<file path="src/rtl/dma_act_pkg.sv">
package dma_act_pkg;

    localparam int WORD_W = 64;
    localparam int BEATS  = 4;
    localparam int BEAT_W = $clog2(BEATS);
    localparam int DESC_W = WORD_W * BEATS;

    typedef enum logic [1:0] {
        ST_IDLE  = 2'd0,
        ST_READ  = 2'd1,
        ST_DRAIN = 2'd2,
        ST_OFFER = 2'd3
    } fetch_st_e;

endpackage

</file>
<file path="src/rtl/dma_act_qual.sv">
module dma_act_qual #(
    parameter int NCH = 8,
    parameter int CW  = 3
) (
    input  logic           clk,
    input  logic           rst_n,
    input  logic [NCH-1:0] hw_req,
    input  logic [NCH-1:0] sw_start,
    input  logic [NCH-1:0] ch_enable,
    input  logic           take,
    input  logic [CW-1:0]  take_idx,
    output logic [NCH-1:0] pend
);

    typedef struct packed {
        logic [NCH-1:0] hw;
        logic [NCH-1:0] sw;
        logic [NCH-1:0] pend;
    } qual_t;

    qual_t q_q, q_d;
    logic [NCH-1:0] clr_mask;

    always_comb begin
        q_d      = q_q;
        clr_mask = '0;
        if (take) clr_mask[take_idx] = 1'b1;
        q_d.hw   = hw_req;
        q_d.sw   = sw_start;
        q_d.pend = (q_q.pend & ~clr_mask) | (q_q.hw & ch_enable) | q_q.sw;
    end

    always_ff @(posedge clk) begin
        if (!rst_n) q_q <= '0;
        else        q_q <= q_d;
    end

    assign pend = q_q.pend;

    // a grant only ever names a channel that is pending
    p_take_pending_r4: assert property (@(posedge clk) disable iff (!rst_n)
        take |-> q_q.pend[take_idx]);

    generate
        for (genvar i = 0; i < NCH; i++) begin : g_hold
            // pending survives until granted
            p_pend_kept_r5: assert property (@(posedge clk) disable iff (!rst_n)
                q_q.pend[i] && !(take && (take_idx == CW'(i))) |=> q_q.pend[i]);
        end
    endgenerate

endmodule

</file>
<file path="src/rtl/dma_act_arb.sv">
module dma_act_arb #(
    parameter int NCH = 8,
    parameter int CW  = 3
) (
    input  logic [NCH-1:0] pend,
    output logic           any,
    output logic [CW-1:0]  win
);

    always_comb begin
        win = '0;
        for (int i = NCH - 1; i >= 0; i--) begin
            if (pend[i]) win = CW'(i);
        end
        any = |pend;
    end

endmodule

</file>
<file path="src/rtl/dma_act_fetch.sv">
module dma_act_fetch
    import dma_act_pkg::*;
#(
    parameter int CW = 3,
    parameter int AW = CW + BEAT_W
) (
    input  logic              clk,
    input  logic              rst_n,
    input  logic              any,
    input  logic [CW-1:0]     win,
    input  logic              engine_busy,
    output logic              take,
    output logic              mem_rd_en,
    output logic [AW-1:0]     mem_addr,
    input  logic [WORD_W-1:0] mem_rdata,
    output logic              desc_valid,
    input  logic              desc_ready,
    output logic [CW-1:0]     desc_chan,
    output logic [DESC_W-1:0] desc_data
);

    typedef struct packed {
        fetch_st_e         st;
        logic [CW-1:0]     ch;
        logic [BEAT_W-1:0] beat;
        logic              rvld;
        logic [BEAT_W-1:0] ridx;
        logic [DESC_W-1:0] desc;
    } fetch_t;

    fetch_t q_q, q_d;

    always_comb begin
        q_d    = q_q;
        take   = 1'b0;
        q_d.rvld = (q_q.st == ST_READ);
        q_d.ridx = q_q.beat;
        if (q_q.rvld) q_d.desc[int'(q_q.ridx) * WORD_W +: WORD_W] = mem_rdata;
        case (q_q.st)
            ST_IDLE: begin
                if (any && !engine_busy) begin
                    take     = 1'b1;
                    q_d.ch   = win;
                    q_d.beat = '0;
                    q_d.st   = ST_READ;
                end
            end
            ST_READ: begin
                q_d.beat = q_q.beat + 1'b1;
                if (q_q.beat == BEAT_W'(BEATS - 1)) q_d.st = ST_DRAIN;
            end
            ST_DRAIN: q_d.st = ST_OFFER;
            ST_OFFER: if (desc_ready) q_d.st = ST_IDLE;
            default:  q_d.st = ST_IDLE;
        endcase
    end

    always_ff @(posedge clk) begin
        if (!rst_n) q_q <= '0;
        else        q_q <= q_d;
    end

    assign mem_rd_en  = (q_q.st == ST_READ);
    assign mem_addr   = {q_q.ch, q_q.beat};
    assign desc_valid = (q_q.st == ST_OFFER);
    assign desc_chan  = q_q.ch;
    assign desc_data  = q_q.desc;

    // each burst is exactly four reads long
    p_burst_len_r6: assert property (@(posedge clk) disable iff (!rst_n)
        $rose(mem_rd_en) |=> mem_rd_en ##1 mem_rd_en ##1 mem_rd_en ##1 !mem_rd_en);

    // addresses step by one inside a burst
    p_addr_step_r6: assert property (@(posedge clk) disable iff (!rst_n)
        mem_rd_en && $past(mem_rd_en) |-> mem_addr == $past(mem_addr) + AW'(1));

    // offer appears one idle cycle after the last read
    p_offer_after_burst_r7: assert property (@(posedge clk) disable iff (!rst_n)
        $rose(desc_valid) |-> !$past(mem_rd_en) && $past(mem_rd_en, 2));

    // offered descriptor is held until accepted
    p_offer_stable_r8: assert property (@(posedge clk) disable iff (!rst_n)
        desc_valid && !desc_ready |=> desc_valid && $stable(desc_data) && $stable(desc_chan));

    // no reads while a descriptor is offered
    p_no_read_offer_r8: assert property (@(posedge clk) disable iff (!rst_n)
        desc_valid |-> !mem_rd_en);

    // a busy engine keeps an idle fetcher idle
    p_busy_holds_r9: assert property (@(posedge clk) disable iff (!rst_n)
        !mem_rd_en && engine_busy |=> !mem_rd_en);

    // reset leaves the outputs quiet
    p_reset_clear_r10: assert property (@(posedge clk)
        !rst_n |=> !desc_valid && !mem_rd_en);

endmodule

</file>
<file path="src/rtl/dma_act_seq.sv">
module dma_act_seq
    import dma_act_pkg::*;
#(
    parameter int NCH = 8
) (
    input  logic                       clk,
    input  logic                       rst_n,
    input  logic [NCH-1:0]             hw_req,
    input  logic [NCH-1:0]             sw_start,
    input  logic [NCH-1:0]             ch_enable,
    input  logic                       engine_busy,
    output logic                       mem_rd_en,
    output logic [$clog2(NCH)+1:0]     mem_addr,
    input  logic [63:0]                mem_rdata,
    output logic                       desc_valid,
    input  logic                       desc_ready,
    output logic [$clog2(NCH)-1:0]     desc_chan,
    output logic [255:0]               desc_data
);

    localparam int CW = $clog2(NCH);
    localparam int AW = CW + BEAT_W;

    logic [NCH-1:0] pend;
    logic           any;
    logic [CW-1:0]  win;
    logic           take;

    dma_act_qual #(.NCH(NCH), .CW(CW)) u_qual (
        .clk       (clk),
        .rst_n     (rst_n),
        .hw_req    (hw_req),
        .sw_start  (sw_start),
        .ch_enable (ch_enable),
        .take      (take),
        .take_idx  (win),
        .pend      (pend)
    );

    dma_act_arb #(.NCH(NCH), .CW(CW)) u_arb (
        .pend (pend),
        .any  (any),
        .win  (win)
    );

    dma_act_fetch #(.CW(CW), .AW(AW)) u_fetch (
        .clk         (clk),
        .rst_n       (rst_n),
        .any         (any),
        .win         (win),
        .engine_busy (engine_busy),
        .take        (take),
        .mem_rd_en   (mem_rd_en),
        .mem_addr    (mem_addr),
        .mem_rdata   (mem_rdata),
        .desc_valid  (desc_valid),
        .desc_ready  (desc_ready),
        .desc_chan   (desc_chan),
        .desc_data   (desc_data)
    );

endmodule

</file>
<file path="config.mk">
export PLATFORM = sky130hd
export DESIGN_NAME = dma_act_seq
export DESIGN_NICKNAME = d
export VERILOG_FILES = /design/src/rtl/dma_act_pkg.sv /design/src/rtl/dma_act_qual.sv /design/src/rtl/dma_act_arb.sv /design/src/rtl/dma_act_fetch.sv /design/src/rtl/dma_act_seq.sv
export SDC_FILE = /design/constraint.sdc
export NUM_CORES = 1
export LEC_CHECK = 0
export BUFFER_PORTS_ARGS = -buffer_cell sky130_fd_sc_hd__buf_4
export CORE_ASPECT_RATIO = 2
export CORE_UTILIZATION = 50
export CTS_CLUSTER_SIZE = 28
export DETAILED_ROUTE_END_ITERATION = 10
export GPL_ROUTABILITY_DRIVEN = 0
export GPL_TIMING_DRIVEN = 0
export PLACE_DENSITY = 0.78
export SETUP_SLACK_MARGIN = 0.05
export SYNTH_ARGS = -nofsm -noshare
export SYNTH_HDL_FRONTEND = slang
export SYNTH_HIERARCHICAL = 1
export SYNTH_SLANG_ARGS = --single-unit
</file>
<file path="constraint.sdc">
create_clock -name clk -period 5.9 [get_ports clk]
set_input_delay 0.885 -clock clk [delete_from_list [all_inputs] [get_ports clk]]
set_output_delay 0.885 -clock clk [all_outputs]
set_load 0.01 [all_outputs]
</file>
==> Word level (Yosys, flattened, before mapping) <==
Cells that the tools add are included.
{ "word_totals": {"register_bits": 290, "in_bits": 92, "wordCells": 55} }
{ "op_classes": {"n_addsub": 2, "magnitude_cmp": 2, "n_eq_ne": 7, "shifts": 2, "muxes": 19, "bitwise_logic": 5, "n_reduce_logical": 9} }
{ "ops": {"columns": ["cell", "n"], "rows": [
  ["$bwmux W256", 1],
  ["$shift A64 B33 Y256 const A", 1],
  ["$shiftx A64 B33 Y256", 1],
  ["$neg A8 Y33", 1],
  ["$mux W3", 8],
  ["$and A8 B8 Y8", 2],
  ["$or A8 B8 Y8", 2],
  ["$mux W8", 1],
  ["$not A8 Y8", 1],
  ["$pmux W2 S4", 1],
  ["$reduce_or A8 Y1", 1],
  ["$mux W7", 1],
  ["$eq A2 B2 Y1 const B", 3],
  ["$ne A2 B1 Y1 const B", 3],
  ["$lt A3 B4 Y1 const B", 1],
  ["$mux W2", 2],
  ["$pmux W2 S2", 1],
  ["$reduce_and A2 Y1", 2],
  ["$demux W1 S3", 1],
  ["$ge A3 B1 Y1 const B", 1],
  ["$mux W1", 3],
  ["$reduce_and A3 Y1", 1],
  ["$add A2 B1 Y2 const B", 1],
  ["$eq A2 B1 Y1 const B", 1],
  ["other kinds (4)", 5]
]} }

==> Longest topological paths before layout <==
{ "logic_depth": {"ltp_word": 17, "depth_mapped": 8} }

==> By module <==
Netlist, hierarchy kept.
{ "by_module_without_submodules": {"columns": ["module", "instances", "cells_each", "area_per_inst_um2"], "rows": [
  ["dma_act_fetch", 1, 1184, 11651.2],
  ["dma_act_qual", 1, 83, 869.6],
  ["dma_act_arb", 1, 13, 81.3]
]} }

==> Least setup slack after synthesis <==
OpenSTA, ideal clock, no wires.
{ "synth_timing": {"path_type": "flip-flop to flip-flop", "from": "register u_fetch/q_q[256] (netlist name)", "to": "register u_fetch.q_q, in the netlist u_fetch/desc_data[132]", "setup_ps": 65, "arrival_ps": 1829, "t_required_ps": 5835, "slack_ps": 4006, "stages_incl_launch_ff": 8, "cell_sequence": "dfxtp_1 inv_1 ha_1 nand2b_1 nor4_4 buf_6 a22oi_1 nor2b_1"} }
{ "synth_between": {"elab_chain_cells": 3, "elab_cells_between_ends": 4} }
{ "synth_rtl": {"columns": ["item", "line_no", "rtl"], "rows": [
  ["from (decl)", "dma_act_fetch.sv:31", "fetch_t q_q, q_d;"],
  ["from (signal assigned)", "dma_act_fetch.sv:60", "else q_q <= q_d;"],
  ["$neg A8 Y33 *", "dma_act_fetch.sv:38", "if (q_q.rvld) q_d.desc[int'(q_q.ridx) * WORD_W +: WORD_W] = mem_rdata;"],
  ["$shiftx A64 B33 Y256 or $shift A64 B33 Y256 (tied branches)", "dma_act_fetch.sv:38", null],
  ["$bwmux W256 *", "dma_act_fetch.sv:38", null]
]} }
Every way passes the cells marked *; elsewhere a longest branch is shown, timed or not.
A chain may end at the register's enable or synchronous reset.

==> Worst setup path after layout <==
{ "layout_timing": {"from": "register u_fetch/q_q[256] (netlist name)", "to": "register u_fetch.q_q, in the netlist u_fetch/desc_data[188]"} }
The elaborated chain is that of the path after synthesis.

==> run summary <==
hold worst-path end -> u_qual/pend[4]$_SDFF_PN0_
most frequent cells in the layout -> 630 x buf_4, 290 x dfxtp_1, 261 x nor2b_1
die width -> 114 um
layout cells sized above 1 -> 42.6%
min-delay worst type -> reg2reg
die height -> 227 um
critical path class -> reg2reg
FF-to-FF Start -> u_fetch/q_q[256]$_SDFF_PN0_
initial antenna violation count -> 0
Hold Crit Start -> u_qual/pend[4]$_SDFF_PN0_
EDFF count, synth -> 0
mux cell area share after synthesis -> 0.318%
vias in the first global route -> 10300
CP Data Required Time -> 6370 ps
H-tree Lvls -> 1
vias per cell -> 5.07
Clk pin slew, worst setup/hold paths -> 70 ps
core box area -> 0.0246 mm2
Static Leak -> 0.00727 uW
Seq cells post-synth -> 290
cell-by-cell trace of the critical path -> inv_1, ha_1, nand2b_1, nor4_4, buf_6, a22oi_1, nor2b_1
Peak supply drop -> 0.000305 V
IO Pins -> 358
Distinct cells, synth -> 35
Synth area leaders -> dfxtp_1 46%, buf_4 16%, a22oi_1 15%
largest net degree at the start of global routing -> 17
clock skew -> 11.9 ps
Hold Crit Depth -> 2
Power Density -> 281 mW/mm2
CTS Hold Bufs -> 0
Vias -> 10200
# port buffers -> 357
XOR/XNOR Fraction of Synth Area -> 0%
Synth Area in Adders -> 1.09%
Routed Antenna Nets -> 0
Int Pwr -> 3480 uW
clk buf depth -> 3
largest family of logic cells by synthesized area -> buffers and inverters
Rel. slew slack -> 20.9%
Initial Util -> 51.2%
WHS -> 463 ps
final wirelength -> 37.4 mm
Die Area -> 0.0259 mm2
sequential cell area fraction in the yosys report -> 46.1%
Post-DP Area -> 0.0157 mm2
HPWL Detailed -> 28.0 mm
R2R Setup Slk -> 3380 ps
FILL cells -> 1988
Comb power frac -> 16.1%
area of the multi-input gates -> 0.00433 mm2
P_sw -> 1190 uW
Slew Limit Fails -> 0
area leader, netlist -> dfxtp_1
switching share of power -> 25.5%
Clock Power Share -> 38.9%
yosys warns -> 6
Mapped Cells -> 1280
final setup TNS -> 0 ps
clk_lat worst skew -> 530 ps
Non-Filler Instances -> 2017
Main synth FF type -> dfxtp_1
FFs w/ async S/R, synth -> 0%
grt ovf -> 0
total global-route track usage -> 28.3%
first-pass GRT wire length -> 55.7 mm
CP Data Arrival Time -> 2980 ps
per-cell routed wire length -> 18.6 um
Mapped Area -> 0.0126 mm2
Final Worst Setup Slack -> 3380 ps
DR iter-0 viols -> 556
# rows -> 81
setup bufs post-CTS -> 0
FF/Latch Area -> 0.00581 mm2
unrepaired setup endpoints after global routing -> no
Reg2Reg Capture Point -> u_fetch/desc_data[188]$_SDFFE_PN0P_
Slowest cell on crit path -> nor4_4
max_cap viols -> 0
CTS root buf -> clkbuf_16
number of hold violations in the final report -> 0
Critical Path Fanout Max -> 10
PostCTS Resize Cnt -> 0
most common cell after layout, fill and taps aside -> buf_4
Syn-to-layout area delta -> 32.0%
Finished Cell Area -> 0.0166 mm2
Synth Area in Compound Gates -> 16.7%
TritonCTS clock tree -> built
CP Capture Type -> register
pre-CTS WS -> 3400 ps
antenna diode count -> 0
Slew @ Worst Pin -> 1170 ps
1st-pass router iterations -> 5
number of cells after detailed placement -> 1969
Avg Synthesized Cell Area -> 9.85 um2
drt drc -> 0
status -> complete, no violations
Nets -> 1768
area fraction of the dominant cell type after synthesis -> 46.1%
slowest stage delay, CP -> 790 ps
simple-gate share of the synthesized area -> 16.2%
Sink Count -> 290
period utilisation layout -> 42.7%
Synthesized Nets -> 1383
Max Clock Freq -> 0.397 GHz
sequential cell fraction of total power -> 45.0%
CTS buffer count -> 26
Worst setup SP type -> register
R2R depth -> 7
post-route minimum period -> 2520 ps
final-report setup violation count -> 0
[Yosys cell counts, types with 2 or more instances]
master	count
dfxtp_1	290
nand2b_1	3
nand2_1	16
mux2i_1	4
nor2b_1	261
and2_2	6
ha_1	11
buf_4	273
a22oi_1	257
buf_6	6
and4b_1	3
inv_1	9
and2_1	13
o22ai_1	8
nand3_1	6
nor2_1	4
a21oi_1	9
buf_2	23
and4bb_1	3
nor4b_1	2
a21boi_0	5
nor3_1	2
clkbuf_1	54
[critical path: cells and delay by family, from the launching register on]
| kind | cells | cell delay [ps] |
|---|---|---|
| AOI/OAI and AO/OA | 1 | 80 |
| adders and majority gates | 1 | 370 |
| buffers and inverters | 2 | 400 |
| DFF | 1 | 500 |
| and+or+nand+nor | 3 | 1070 |
[how the worst max path moves through the flow]
stage,slack (ps),end,from,cells after the start
detailed placement,3400,u_fetch/desc_data[115]$_SDFFE_PN0P_,u_fetch/q_q[256]$_SDFF_PN0_,8
global placement,3320,u_fetch/desc_data[209]$_SDFFE_PN0P_,u_fetch/q_q[256]$_SDFF_PN0_,5
CTS,3370,u_fetch/desc_data[109]$_SDFFE_PN0P_,u_fetch/q_q[256]$_SDFF_PN0_,8
global route,3200,u_fetch/desc_data[109]$_SDFFE_PN0P_,u_fetch/q_q[256]$_SDFF_PN0_,8
finish,3380,u_fetch/desc_data[188]$_SDFFE_PN0P_,u_fetch/q_q[256]$_SDFF_PN0_,7
floorplan,4010,u_fetch/desc_data[132]$_SDFFE_PN0P_,u_fetch/q_q[256]$_SDFF_PN0_,7
[cell families (layout without fill, tap and decap cells)]
group           count (synthesis)  in the layout
mux                             4              4
buf+inv                       366            771
flops                         290            290
simple gates                  325            325
compound gates                284            284
fa+ha+maj                      11             11
[power by group through the flow]
stage	Sequential (uW)	Combinational (uW)	Clock [uW]
floorplan	2130	446	0
global placement	2140	736	0
detailed placement	2150	753	0
CTS	2100	757	1840
global route	2110	815	1930
finish	2100	754	1820
[metrics by stage]
stage	power (uW)	util (%)
6_report	4670	67.6
5_1_grt	4850	67.6
4_1_cts	4700	67.6
3_5_place_dp	2900	63.8
3_3_place_gp	2880	63.7
2_1_floorplan	2580	-
[state kept, by name, indices dropped and copies added (netlist names)]
register           count
u_fetch/desc_chan      3
u_fetch/desc_data    256
u_fetch/mem_addr       2
u_fetch/q_q            5
u_qual/pend            8
u_qual/q_q            16
[layer usage]
metal,wire length (um),track usage [%],vias up
met5,0,0,-
met4,1750,14.3,0
met3,2050,4.92,92
met2,20900,55.6,385
met1,12800,27.6,4857
li1,-,-,4895
[final cells by class]
cell class | count | area share (%)
tap | 332 | 2.50
clock inverter | 14 | 1.00
inverter | 9 | 0.203
timing repair buffer | 357 | 16.1
multi-input combinational | 624 | 26.0
clock buffer | 34 | 4.64
sequential | 290 | 34.9
buffer | 357 | 14.7
(Power assumes the default switching activity.)
